### src/rtl/rx_pkg.sv
package rx_pkg;
   typedef enum logic [3:0] {
      RC_IDLE     = 4'd0,
      RC_GROW_X   = 4'd1,
      RC_TRIM_X   = 4'd2,
      RC_STEP_X   = 4'd3,
      RC_WRAP_Y   = 4'd4,
      RC_GROW_Y   = 4'd5,
      RC_TRIM_Y   = 4'd6,
      RC_STEP_Y   = 4'd7,
      RC_STEP_X_C = 4'd8,
      RC_GROW_X_C = 4'd9,
      RC_TRIM_X_C = 4'd10,
      RC_GROW_Y_C = 4'd11,
      RC_STEP_Y_C = 4'd12,
      RC_ORIGIN   = 4'd13,
      RC_RSV_A    = 4'd14,
      RC_RSV_B    = 4'd15
   } rc_cmd_t;

   function automatic rc_cmd_t rc_pick(input logic lo_step, input logic hi_step, input logic y_axis);
      rc_cmd_t r;
      case ({lo_step, hi_step})
         2'b00:   r = y_axis ? RC_WRAP_Y : RC_IDLE;
         2'b01:   r = y_axis ? RC_GROW_Y : RC_GROW_X;
         2'b11:   r = y_axis ? RC_STEP_Y : RC_STEP_X;
         default: r = y_axis ? RC_TRIM_Y : RC_TRIM_X;
      endcase
      return r;
   endfunction
endpackage

### src/rtl/rx_cmd_gen.sv
module rx_cmd_gen
   import rx_pkg::*;
#(
   parameter int OUT_W  = 4,
   parameter int OUT_H  = 3,
   parameter int WIN    = 3,
   parameter int STRIDE = 1,
   parameter int DATA_W = 8
) (
   input  logic              clk,
   input  logic              rst_n,
   input  logic              go,
   output logic              busy,
   output logic [3:0]        o_cmd,
   output logic [DATA_W-1:0] o_data
);
   localparam int IN_W = STRIDE*(OUT_W-1) + WIN;
   localparam int IN_H = STRIDE*(OUT_H-1) + WIN;
   localparam int CW   = $clog2(((IN_W > IN_H) ? IN_W : IN_H) + 1);
   localparam logic [CW-1:0] X_LAST = CW'(IN_W-1);
   localparam logic [CW-1:0] Y_LAST = CW'(IN_H-1);
   localparam logic [CW-1:0] X_QMAX = CW'(OUT_W-1);
   localparam logic [CW-1:0] Y_QMAX = CW'(OUT_H-1);
   localparam logic [CW-1:0] S_M1   = CW'(STRIDE-1);
   localparam logic [CW-1:0] K_MOD  = CW'(WIN % STRIDE);
   localparam logic [CW-1:0] K_VAL  = CW'(WIN);

   logic [CW-1:0] ix, rx, qx, iy, ry, qy;
   logic [DATA_W-1:0] lin;
   logic last_x, last_all;
   logic x_lo, x_hi, y_lo, y_hi;
   rc_cmd_t cmd_c;

   assign last_x   = (ix == X_LAST);
   assign last_all = last_x && (iy == Y_LAST);
   // a range bound moves when the position crosses a stride phase
   assign x_hi = (rx == '0) && (qx <= X_QMAX);
   assign x_lo = (ix >= K_VAL) && (rx == K_MOD);
   assign y_hi = (ry == '0) && (qy <= Y_QMAX);
   assign y_lo = (iy >= K_VAL) && (ry == K_MOD);

   always_comb begin
      if (ix == '0 && iy == '0)  cmd_c = RC_ORIGIN;
      else if (ix == '0)         cmd_c = rc_pick(y_lo, y_hi, 1'b1);
      else                       cmd_c = rc_pick(x_lo, x_hi, 1'b0);
   end

   assign o_cmd  = cmd_c;
   assign o_data = lin;

   always_ff @(posedge clk or negedge rst_n) begin
      if (!rst_n) begin
         busy <= 1'b0;
         ix <= '0; rx <= '0; qx <= '0;
         iy <= '0; ry <= '0; qy <= '0;
         lin <= '0;
      end else if (!busy) begin
         if (go) begin
            busy <= 1'b1;
            ix <= '0; rx <= '0; qx <= '0;
            iy <= '0; ry <= '0; qy <= '0;
            lin <= '0;
         end
      end else begin
         lin <= lin + 1'b1;
         if (last_all) busy <= 1'b0;
         if (last_x) begin
            ix <= '0; rx <= '0; qx <= '0;
            iy <= iy + 1'b1;
            ry <= (ry == S_M1) ? '0 : ry + 1'b1;
            qy <= qy + CW'(ry == S_M1);
         end else begin
            ix <= ix + 1'b1;
            rx <= (rx == S_M1) ? '0 : rx + 1'b1;
            qx <= qx + CW'(rx == S_M1);
         end
      end
   end

   assert_gen_origin_R8: assert property (@(posedge clk) disable iff (!rst_n)
      (!$past(busy) && busy) |-> (o_cmd == 4'd13 && o_data == '0))
      else $error("generator did not open with origin word");
endmodule

### src/rtl/rx_cell.sv
module rx_cell
   import rx_pkg::*;
#(
   parameter int DATA_W    = 8,
   parameter bit AT_COL0   = 1'b0,
   parameter bit AT_ORIGIN = 1'b0
) (
   input  logic              clk,
   input  logic              rst_n,
   input  logic              i_vld,
   input  logic [3:0]        i_cmd,
   input  logic [DATA_W-1:0] i_data,
   output logic              o_vld,
   output logic [3:0]        o_cmd,
   output logic [DATA_W-1:0] o_data,
   output logic              cap,
   output logic [DATA_W-1:0] cap_data
);
   rc_cmd_t cmd, fcmd;
   logic rd, ls, nrd, nls, xcar;

   assign cmd  = rc_cmd_t'(i_cmd);
   // column carry never crosses into a new grid row
   assign xcar = !AT_COL0 && (cmd == RC_GROW_X_C || cmd == RC_TRIM_X_C || cmd == RC_STEP_X_C);

   always_comb begin
      nrd  = rd;
      nls  = ls;
      fcmd = cmd;
      if (i_vld) begin
         case (cmd)
            RC_ORIGIN: begin
               nrd = AT_ORIGIN;
               nls = AT_ORIGIN;
            end
            RC_GROW_X, RC_GROW_X_C: begin
               nrd  = rd | xcar;
               fcmd = rd ? RC_GROW_X_C : RC_GROW_X;
            end
            RC_TRIM_X, RC_TRIM_X_C: begin
               nrd  = rd & xcar;
               fcmd = rd ? RC_TRIM_X_C : RC_TRIM_X;
            end
            RC_STEP_X, RC_STEP_X_C: begin
               nrd  = xcar;
               fcmd = rd ? RC_STEP_X_C : RC_STEP_X;
            end
            RC_WRAP_Y, RC_GROW_Y, RC_GROW_Y_C, RC_TRIM_Y, RC_STEP_Y, RC_STEP_Y_C: begin
               if (AT_COL0) begin
                  case (cmd)
                     RC_GROW_Y, RC_GROW_Y_C: begin
                        nls  = ls | (cmd == RC_GROW_Y_C);
                        fcmd = ls ? RC_GROW_Y_C : RC_GROW_Y;
                     end
                     RC_STEP_Y, RC_STEP_Y_C: begin
                        nls  = (cmd == RC_STEP_Y_C);
                        fcmd = ls ? RC_STEP_Y_C : RC_STEP_Y;
                     end
                     RC_TRIM_Y: begin
                        // first marked row is dropped, the rest only wrap
                        nls  = 1'b0;
                        fcmd = ls ? RC_WRAP_Y : RC_TRIM_Y;
                     end
                     default: nls = ls;
                  endcase
                  nrd = nls;
               end else begin
                  nrd = 1'b0;
               end
            end
            default: ;
         endcase
      end
   end

   always_ff @(posedge clk or negedge rst_n) begin
      if (!rst_n) begin
         rd       <= 1'b0;
         ls       <= 1'b0;
         o_vld    <= 1'b0;
         o_cmd    <= 4'd0;
         o_data   <= '0;
         cap      <= 1'b0;
         cap_data <= '0;
      end else begin
         rd     <= nrd;
         ls     <= nls;
         o_vld  <= i_vld;
         o_cmd  <= fcmd;
         o_data <= i_data;
         cap    <= i_vld & nrd;
         if (i_vld & nrd) cap_data <= i_data;
      end
   end

   assert_origin_R2: assert property (@(posedge clk) disable iff (!rst_n)
      $past(i_vld && i_cmd == 4'd13) |-> (rd == AT_ORIGIN && ls == AT_ORIGIN))
      else $error("origin command left wrong state");

   assert_cap_word_R3: assert property (@(posedge clk) disable iff (!rst_n)
      cap |-> (o_vld && cap_data == o_data))
      else $error("capture without matching bus word");

   assert_col_keeps_marker_R4: assert property (@(posedge clk) disable iff (!rst_n)
      $past(i_vld && i_cmd >= 4'd1 && i_cmd <= 4'd3) |-> $stable(ls))
      else $error("column command touched row marker");

   assert_row_resets_cols_R5: assert property (@(posedge clk) disable iff (!rst_n)
      $past(i_vld && i_cmd >= 4'd4 && i_cmd <= 4'd7) |-> (rd == (AT_COL0 && ls)))
      else $error("row command left active column outside column 0");

   assert_nop_hold_R6: assert property (@(posedge clk) disable iff (!rst_n)
      $past(i_vld && (i_cmd == 4'd0 || i_cmd >= 4'd14)) |->
         ($stable(rd) && $stable(ls) && o_cmd == $past(i_cmd)))
      else $error("no-op changed state or command");

   assert_idle_hold_R7: assert property (@(posedge clk) disable iff (!rst_n)
      !$past(i_vld) |-> (!cap && $stable(rd) && $stable(ls)))
      else $error("invalid bus cycle had an effect");
endmodule

### src/rtl/mcast_rx_chain.sv
module mcast_rx_chain
   import rx_pkg::*;
#(
   parameter int OUT_W  = 4,
   parameter int OUT_H  = 3,
   parameter int WIN    = 3,
   parameter int STRIDE = 1,
   parameter int DATA_W = 8
) (
   input  logic                      clk,
   input  logic                      rst_n,
   input  logic                      ext_valid,
   input  logic [3:0]                ext_cmd,
   input  logic [DATA_W-1:0]         ext_data,
   input  logic                      gen_go,
   output logic                      gen_busy,
   output logic [OUT_W*OUT_H-1:0]    cap,
   output logic [OUT_W*OUT_H*DATA_W-1:0] cap_data,
   output logic                      tail_valid,
   output logic [3:0]                tail_cmd,
   output logic [DATA_W-1:0]         tail_data
);
   localparam int N    = OUT_W*OUT_H;
   localparam int IN_W = STRIDE*(OUT_W-1) + WIN;
   localparam int IN_H = STRIDE*(OUT_H-1) + WIN;

   initial begin
      assert (STRIDE >= 1 && WIN >= STRIDE)
         else $error("window must be at least the stride");
      assert (OUT_W >= 1 && OUT_H >= 1)
         else $error("grid must be non-empty");
      assert (DATA_W >= $clog2(IN_W*IN_H))
         else $error("data width too narrow for the input index");
   end

   logic              g_busy;
   logic [3:0]        g_cmd;
   logic [DATA_W-1:0] g_data;

   rx_cmd_gen #(
      .OUT_W(OUT_W), .OUT_H(OUT_H), .WIN(WIN), .STRIDE(STRIDE), .DATA_W(DATA_W)
   ) u_gen (
      .clk(clk), .rst_n(rst_n), .go(gen_go),
      .busy(g_busy), .o_cmd(g_cmd), .o_data(g_data)
   );

   assign gen_busy = g_busy;

   logic              b_vld [0:N];
   logic [3:0]        b_cmd [0:N];
   logic [DATA_W-1:0] b_dat [0:N];

   assign b_vld[0] = g_busy ? 1'b1   : ext_valid;
   assign b_cmd[0] = g_busy ? g_cmd  : ext_cmd;
   assign b_dat[0] = g_busy ? g_data : ext_data;

   for (genvar i = 0; i < N; i++) begin : g_cell
      rx_cell #(
         .DATA_W   (DATA_W),
         .AT_COL0  ((i % OUT_W) == 0),
         .AT_ORIGIN(i == 0)
      ) u_cell (
         .clk(clk), .rst_n(rst_n),
         .i_vld(b_vld[i]), .i_cmd(b_cmd[i]), .i_data(b_dat[i]),
         .o_vld(b_vld[i+1]), .o_cmd(b_cmd[i+1]), .o_data(b_dat[i+1]),
         .cap(cap[i]), .cap_data(cap_data[i*DATA_W +: DATA_W])
      );
   end

   assign tail_valid = b_vld[N];
   assign tail_cmd   = b_cmd[N];
   assign tail_data  = b_dat[N];
endmodule

### config.mk
export PLATFORM = sky130hd
export DESIGN_NAME = mcast_rx_chain
export DESIGN_NICKNAME = d
export VERILOG_FILES = /design/src/rtl/rx_pkg.sv /design/src/rtl/rx_cmd_gen.sv /design/src/rtl/rx_cell.sv /design/src/rtl/mcast_rx_chain.sv
export SDC_FILE = /design/constraint.sdc
export NUM_CORES = 1
export LEC_CHECK = 0
export BUFFER_PORTS_ARGS = -buffer_cell sky130_fd_sc_hd__buf_2
export CAP_MARGIN = 20
export CELL_PAD_IN_SITES_DETAIL_PLACEMENT = 0
export CELL_PAD_IN_SITES_GLOBAL_PLACEMENT = 1
export CORE_AREA = 2 2 167 169
export DETAILED_ROUTE_END_ITERATION = 8
export DIE_AREA = 0 0 169 171
export GPL_TIMING_DRIVEN = 0
export PLACE_DENSITY = 0.83
export SYNTH_ARGS = -nofsm -noshare
export SYNTH_HDL_FRONTEND = slang
export SYNTH_SLANG_ARGS = --single-unit
### constraint.sdc
create_clock -name clk -period 3.85 [get_ports clk]
set_clock_uncertainty 0.05 [all_clocks]
set_input_delay 0.77 -clock clk [delete_from_list [all_inputs] [get_ports clk]]
set_output_delay 0.77 -clock clk [all_outputs]
set_load 0.005 [all_outputs]
# Word-level counts from Yosys, hierarchy flattened
# Cells that the tools add are included.
dict set report op_classes {
  addsub 7
  n_mul 0
  div 0
  order_cmp 4
  eq_ne 163
  shifts 0
  n_mux 129
  bitwise_logic 33
  n_reduce_logical 95
}
# operator count
set op_table {}
lappend op_table {{== test 4 bit (second input constant)} 72}
lappend op_table {{two-way mux 4 bit} 57}
lappend op_table {{== test 4 x 3 -> 1 bit (second input constant)} 48}
lappend op_table {{one-hot mux 4 bit (3 select lines)} 12}
lappend op_table {{== test 4 x 2 -> 1 bit (second input constant)} 24}
lappend op_table {{OR reduction 2 bit} 42}
lappend op_table {{OR reduction 7 bit} 9}
lappend op_table {{== test 4 x 1 -> 1 bit (second input constant)} 12}
lappend op_table {{one-hot mux 4 bit (4 select lines)} 3}
lappend op_table {{two-way mux 3 bit} 15}
lappend op_table {{one-hot mux 1 bit (4 select lines)} 9}
lappend op_table {{two-way mux 8 bit} 3}
lappend op_table {{bitwise AND 1 bit} 21}
lappend op_table {{logical OR 1 bit} 18}
lappend op_table {{OR reduction 6 bit} 3}
lappend op_table {{two-way mux 1 bit} 16}
lappend op_table {{adder 3 x 1 -> 3 bit (second input constant)} 4}
lappend op_table {{zero test 3 bit} 4}
lappend op_table {{bitwise OR 1 bit} 12}
lappend op_table {{one-hot mux 1 bit (3 select lines)} 4}
lappend op_table {{one-hot mux 2 bit (3 select lines)} 2}
lappend op_table {{one-hot mux 1 bit (2 select lines)} 5}
lappend op_table {{OR reduction 5 bit} 2}
lappend op_table {{adder 8 x 1 -> 8 bit (second input constant)} 1}
lappend op_table {{13 further kinds} 33}
dict set report totals {
  register_bits 306
  latchBits 0
  ram_bits 0
  romBits 0
  input_bits 16
  elab_cells 514
  n_memories 0
}

# Depth between registers and ports, before layout
dict set report depth {
  word_depth 13
  ltp_mapped 10
}

# By module
# From an unflattened synthesis, not the netlist that was laid out.
dict set report unflattened {
  hier_cells 1016
  area_unflattened_um2 12493.2
}
# module instances cells_per_inst area_per_inst_um2 seq_area_each_um2
set modules_own_cells {}
lappend modules_own_cells {{rx_cell (g_cell[10].u_cell ...)} 9 62 834.6 575.6}
lappend modules_own_cells {{rx_cell (g_cell[4].u_cell ...)} 2 100 1131.1 600.6}
lappend modules_own_cells {rx_cmd_gen 1 157 1508.9 675.6}
lappend modules_own_cells {{rx_cell (g_cell[0].u_cell)} 1 87 1024.7 600.6}
lappend modules_own_cells {mcast_rx_chain 1 14 186.4 0.0}

# Worst setup path before layout
# OpenSTA, ideal clock, no wires.
dict set report synth_path {
  path_type {register to register}
  from {register u_gen.ix[1]}
  to {register g_cell[0].u_cell.cap_data[0]}
  setup_time_ns 0.125
  arrival_ns 2.520
  path_slack_ns 1.156
  path_stages_with_launch 10
  path_buffers 1
  synth_period_minus_slack_ns 2.694
  cell_sequence {dfrtp_1 -> buf_4 -> and2_2 -> ha_1 -> a211o_2 -> a41o_4 -> a21oi_4 -> nand2_4 -> a311oi_4 -> mux2_2}
}
dict set report synth_between {
  elab_chain_len 13
  word_cells_on_any_way 31
  cone_classes {order compare: 1; eq/ne: 13; mux: 7; bitwise: 2; reduce/logical: 8}
}
# element line_no
set synth_rtl {}
lappend synth_rtl {{start: declaration} rx_cmd_gen.sv:28} ;# logic [CW-1:0] ix, rx, qx, iy, ry, qy;
lappend synth_rtl {{start signal: assignment} rx_cmd_gen.sv:73} ;# ix <= ix + 1'b1;
lappend synth_rtl {{greater-or-equal comparator 3 x 2 -> 1 bit} rx_cmd_gen.sv:38} ;# assign x_lo = (ix >= K_VAL) && (rx == K_MOD);
lappend synth_rtl {{logical AND 1 bit} rx_cmd_gen.sv:38}
lappend synth_rtl {{== test 2 bit (tied with other cells)} rx_pkg.sv:23} ;# case ({lo_step, hi_step})
lappend synth_rtl {{one-hot mux 2 bit (3 select lines)} rx_pkg.sv:23}
lappend synth_rtl {{two-way mux 4 bit} rx_cmd_gen.sv:44} ;# else if (ix == '0) cmd_c = rc_pick(y_lo, y_hi, 1'b1);
lappend synth_rtl {{two-way mux 4 bit *} rx_cmd_gen.sv:43} ;# if (ix == '0 && iy == '0) cmd_c = RC_ORIGIN;
lappend synth_rtl {{two-way mux 4 bit *} mcast_rx_chain.sv:54} ;# assign b_cmd[0] = g_busy ? g_cmd : ext_cmd;
lappend synth_rtl {{== test 4 bit (tied with other cells)} {rx_cell.sv:31, rx_cell.sv:50, rx_cell.sv:52}}
lappend synth_rtl {{bitwise OR 1 bit / OR reduction 2 bit (equally long branches)} {rx_cell.sv:52, rx_cell.sv:50}}
lappend synth_rtl {{one-hot mux 1 bit (3 select lines)} rx_cell.sv:50} ;# case (cmd)
lappend synth_rtl {{one-hot mux 1 bit (3 select lines) *} rx_cell.sv:31} ;# case (cmd)
lappend synth_rtl {{two-way mux 1 bit *} rx_cell.sv:30} ;# if (i_vld) begin
lappend synth_rtl {{bitwise AND 1 bit *} rx_cell.sv:92} ;# if (i_vld & nrd) cap_data <= i_data;
lappend synth_rtl {{end signal: assignment} rx_cell.sv:92}
lappend synth_rtl {{end: declaration} rx_cell.sv:17} ;# output logic [DATA_W-1:0] cap_data
# Mark *: on every way between the ends. The rest lies on a longest branch, timed or not.
# A chain may end at the register's enable or synchronous reset.

# Worst setup path in the final report
dict set report layout_path {
  from {register u_gen.ix[1]}
  to {register g_cell[0].u_cell.cap_data[7]}
}
# The elaborated chain is that of the path after synthesis.

==> impl_metrics.py <==
metrics = {
    "yosys": {
        "synthFlopType": "dfrtp_1",
        "ys_types": 62,
        "synthCells": 972,
        "synth-async-reset-ratio": 1.000,
        "yosysWarnings": 0,
        "synth_enable_flop_cells": 0,
        "synthTopCellsByArea": "dfrtp_1 63%, mux2_2 9.8%, o21ai_0 3.4%",
        "synth-simple-area-share": 0.07470,
        "synth.most_common_cell": "dfrtp_1",
        "synth_mux_area_frac": 0.09971,
        "synth-compound-area-share": 0.1265,
        "synth_area_sq_um": 12060,
        "synth_fa_ha_area_frac": 0.01349,
        "synth_xor_xnor_area_share": 0.003631,
        "ys_seq_area_frac": 0.6350,
        "synth_common_cells": "306 x dfrtp_1, 105 x mux2_2, 82 x o21ai_0",
        "avgSynthCellArea_sq_um": 12.41,
        "synth_fp_nets": 1001,
        "synth_top_family_by_area": "compound AO/OA/AOI/OAI gates",
        "ys_ff_latch": 306,
        "synth_top_area_cell": "dfrtp_1",
        "yosys.area.top_type_share": 0.6350,
    },
    "timing": {
        "finalSetupTns_ns": 0,
        "hold_violations": 0,
        "timing.final.crit_period_ns": 3.093,
        "setup_viol": 0,
        "max_freq_mhz": 323.3,
        "slew_headroom": 0.4561,
        "tightest_slew_ns": 0.8096,
        "rsz0062_at_grt": "false",
        "final_max_slew_viol_count": 0,
        "fin_crit_sh": 0.8034,
    },
    "critical_path": {
        "slowest_stage": "a311oi_4",
        "critPathLaunchType": "flip-flop",
        "r2r_start": "u_gen.ix[1]",
        "crit_fanout": 10,
        "cp_num_buf_inv": 1,
        "r2r-end": "g_cell[0].u_cell.cap_data[7]",
        "cp.arrival_ns": 3.43,
        "timing.critical_path.max_delay_family": "compound AO/OA/AOI/OAI gates",
        "critPathKind": "reg -> reg",
        "rr_worst_depth": 9,
        "crit_chain": "buf_4 -> and2_2 -> ha_1 -> a211o_2 -> a41o_4 -> a211oi_1 -> o21ai_1 -> a311oi_4 -> mux2_2",
        "reg2reg_slack_ns": 0.76,
        "cp-end-kind": "flip-flop",
        "crit_required_ns": 4.18,
        "critPathMaxStageDelay_ns": 0.61,
    },
    "die": {
        "fp.dieH_um": 171,
        "start_util": 0.4413,
        "die_area_sq_um": 28900,
        "fp.coreArea_sq_um": 27320,
        "fp.dieW_um": 169,
        "num_rows": 61,
        "ios": 138,
    },
    "final_layout": {
        "nets": 1177,
        "n_antenna_cell": 0,
        "area_growth_pct": 19.35,
        "utilization": 0.5267,
        "drive_gt1_frac": 0.2950,
    },
    "global_route": {
        "overflow": 0,
        "grt_pass1_wl_um": 40410,
        "antenna_found_initial": 0,
        "gr-usage-all-layers": 0.1719,
        "grt_max_degree": 120,
        "grt_pass1_vias": 7899,
    },
    "placement": {
        "portBuffers": 136,
        "hpwl_um": 16800,
        "gp_congestion": 0.8505,
    },
    "drt": {
        "drtIter0Drc": 544,
        "drc": 0,
        "vias_per_cell": 5.280,
        "ant_nets": 0,
        "wire_per_inst_um": 15.89,
        "drt_first_pass_iters": 5,
        "vias": 8020,
        "routed_wl_um": 24130,
    },
    "clock_network": {
        "clk_path_buf_depth": 3,
        "post_cts_buffers": 0,
        "numCtsBuffers": 34,
        "clock_tree.root_cell": "clkbuf_16",
        "clock_sinks": 306,
        "clk_pin_slew_ns": 0.06,
        "clock_latency_ns": 0.52,
        "cts_tree": "built",
        "cts_repair_resize_count": 0,
        "cts_hold_buf": 0,
        "htreeDepth": 2,
    },
    "pwr": {
        "p_leak_nw": 6.684,
        "ir_drop_v": 0.0004958,
        "power.density_nw_per_um2": 959.4,
    },
    "worst_hold_path": {
        "min_path_type": "in -> async",
    },
    "status": {
        "outcome": "finished clean",
    },
    "run": {
        "maxCapViolCount": 0,
    },
}
cell usage in the layout (no fill, tap or decap), types with 28 or more instances in the layout:
master,n
nand2_1,77
o21ai_0,82
buf_4,28
inv_1,59
buf_2,135
clkbuf_16,34
dfrtp_1,306
a21oi_1,40
nor2_1,37
clkbuf_1,37
mux2_2,105
logic make-up after synthesis:
| group | after synthesis |
|---|---|
| xor+xnor | 5 |
| simple gates | 190 |
| buf+inv | 122 |
| flops | 306 |
| compound gates | 229 |
| mux | 107 |
| fa+ha+maj | 13 |
layer usage:
layer	wire length [um]	track usage	vias up
li1	-	-	3786
met1	10700	0.2285	3946
met2	11180	0.2774	242
met3	1763	0.05066	46
met4	499	0.04645	0
met5	0	0	-
flip-flops by register name (all words and copies together), names as in the netlist:
signal                  flops
g_cell.u_cell.o_cmd        48
u_gen.ix                    3
g_cell.u_cell.cap_data     96
g_cell.u_cell.o_data       96
g_cell.u_cell.cap          12
u_gen.qy                    3
g_cell.u_cell.o_vld        12
u_gen.o_data                8
u_gen.qx                    3
g_cell.u_cell.ls            3
u_gen.iy                    3
u_gen.rx                    3
g_cell.u_cell.rd           12
u_gen.ry                    3
u_gen.busy                  1
power breakdown:
part / switching [mW] / internal, mW / total (mW)
logic: 2.47 / 2.43 / 4.90
registers: 0.949 / 4.72 / 5.67
clock network: 1.27 / 1.97 / 3.25
total: 4.69 / 9.12 / 13.8
layout make-up:
cell class | instances | area [sq um]
plain buffers | 59 | 330.3
clock buffers | 44 | 918.4
clock inverters | 17 | 217.7
fillers | 2315 | 12930
inverters | 63 | 236.5
multi-input cells | 544 | 3835
flip-flops and latches | 306 | 7657
well taps | 346 | 432.9
repair buffers | 140 | 764.5
stage by stage:
step	worst slack (ns)	instances	hold slack [ns]	total power, mW	instance area, sq um
after CTS	0.7718	1518	0.2232	13.96	14390
after global routing	0.6772	1519	0.2460	14.83	14390
after floorplan	1.156	972	0.3001	8.849	12060
final	0.7570	1519	0.1928	13.81	14390
after detailed placement	0.8043	1457	0.3066	10.64	13250
after global placement	-3.559	1454	0.3026	10.43	13170
how the worst max path moves through the flow:
stage | startpoint | end | slack, ns | depth (start not counted)
after floorplan | u_gen.ix[1] | g_cell[0].u_cell.cap_data[0] | 1.16 | 9
after global placement | rst_n | g_cell[1].u_cell.o_data[7] | -3.56 | 1
after detailed placement | u_gen.ix[1] | g_cell[0].u_cell.cap_data[6] | 0.80 | 9
after CTS | u_gen.ix[1] | g_cell[0].u_cell.cap_data[7] | 0.77 | 9
after global routing | u_gen.ix[1] | g_cell[0].u_cell.cap_data[0] | 0.68 | 9
final | u_gen.ix[1] | g_cell[0].u_cell.cap_data[7] | 0.76 | 9
Note: power is estimated with default switching activity, not from simulation.
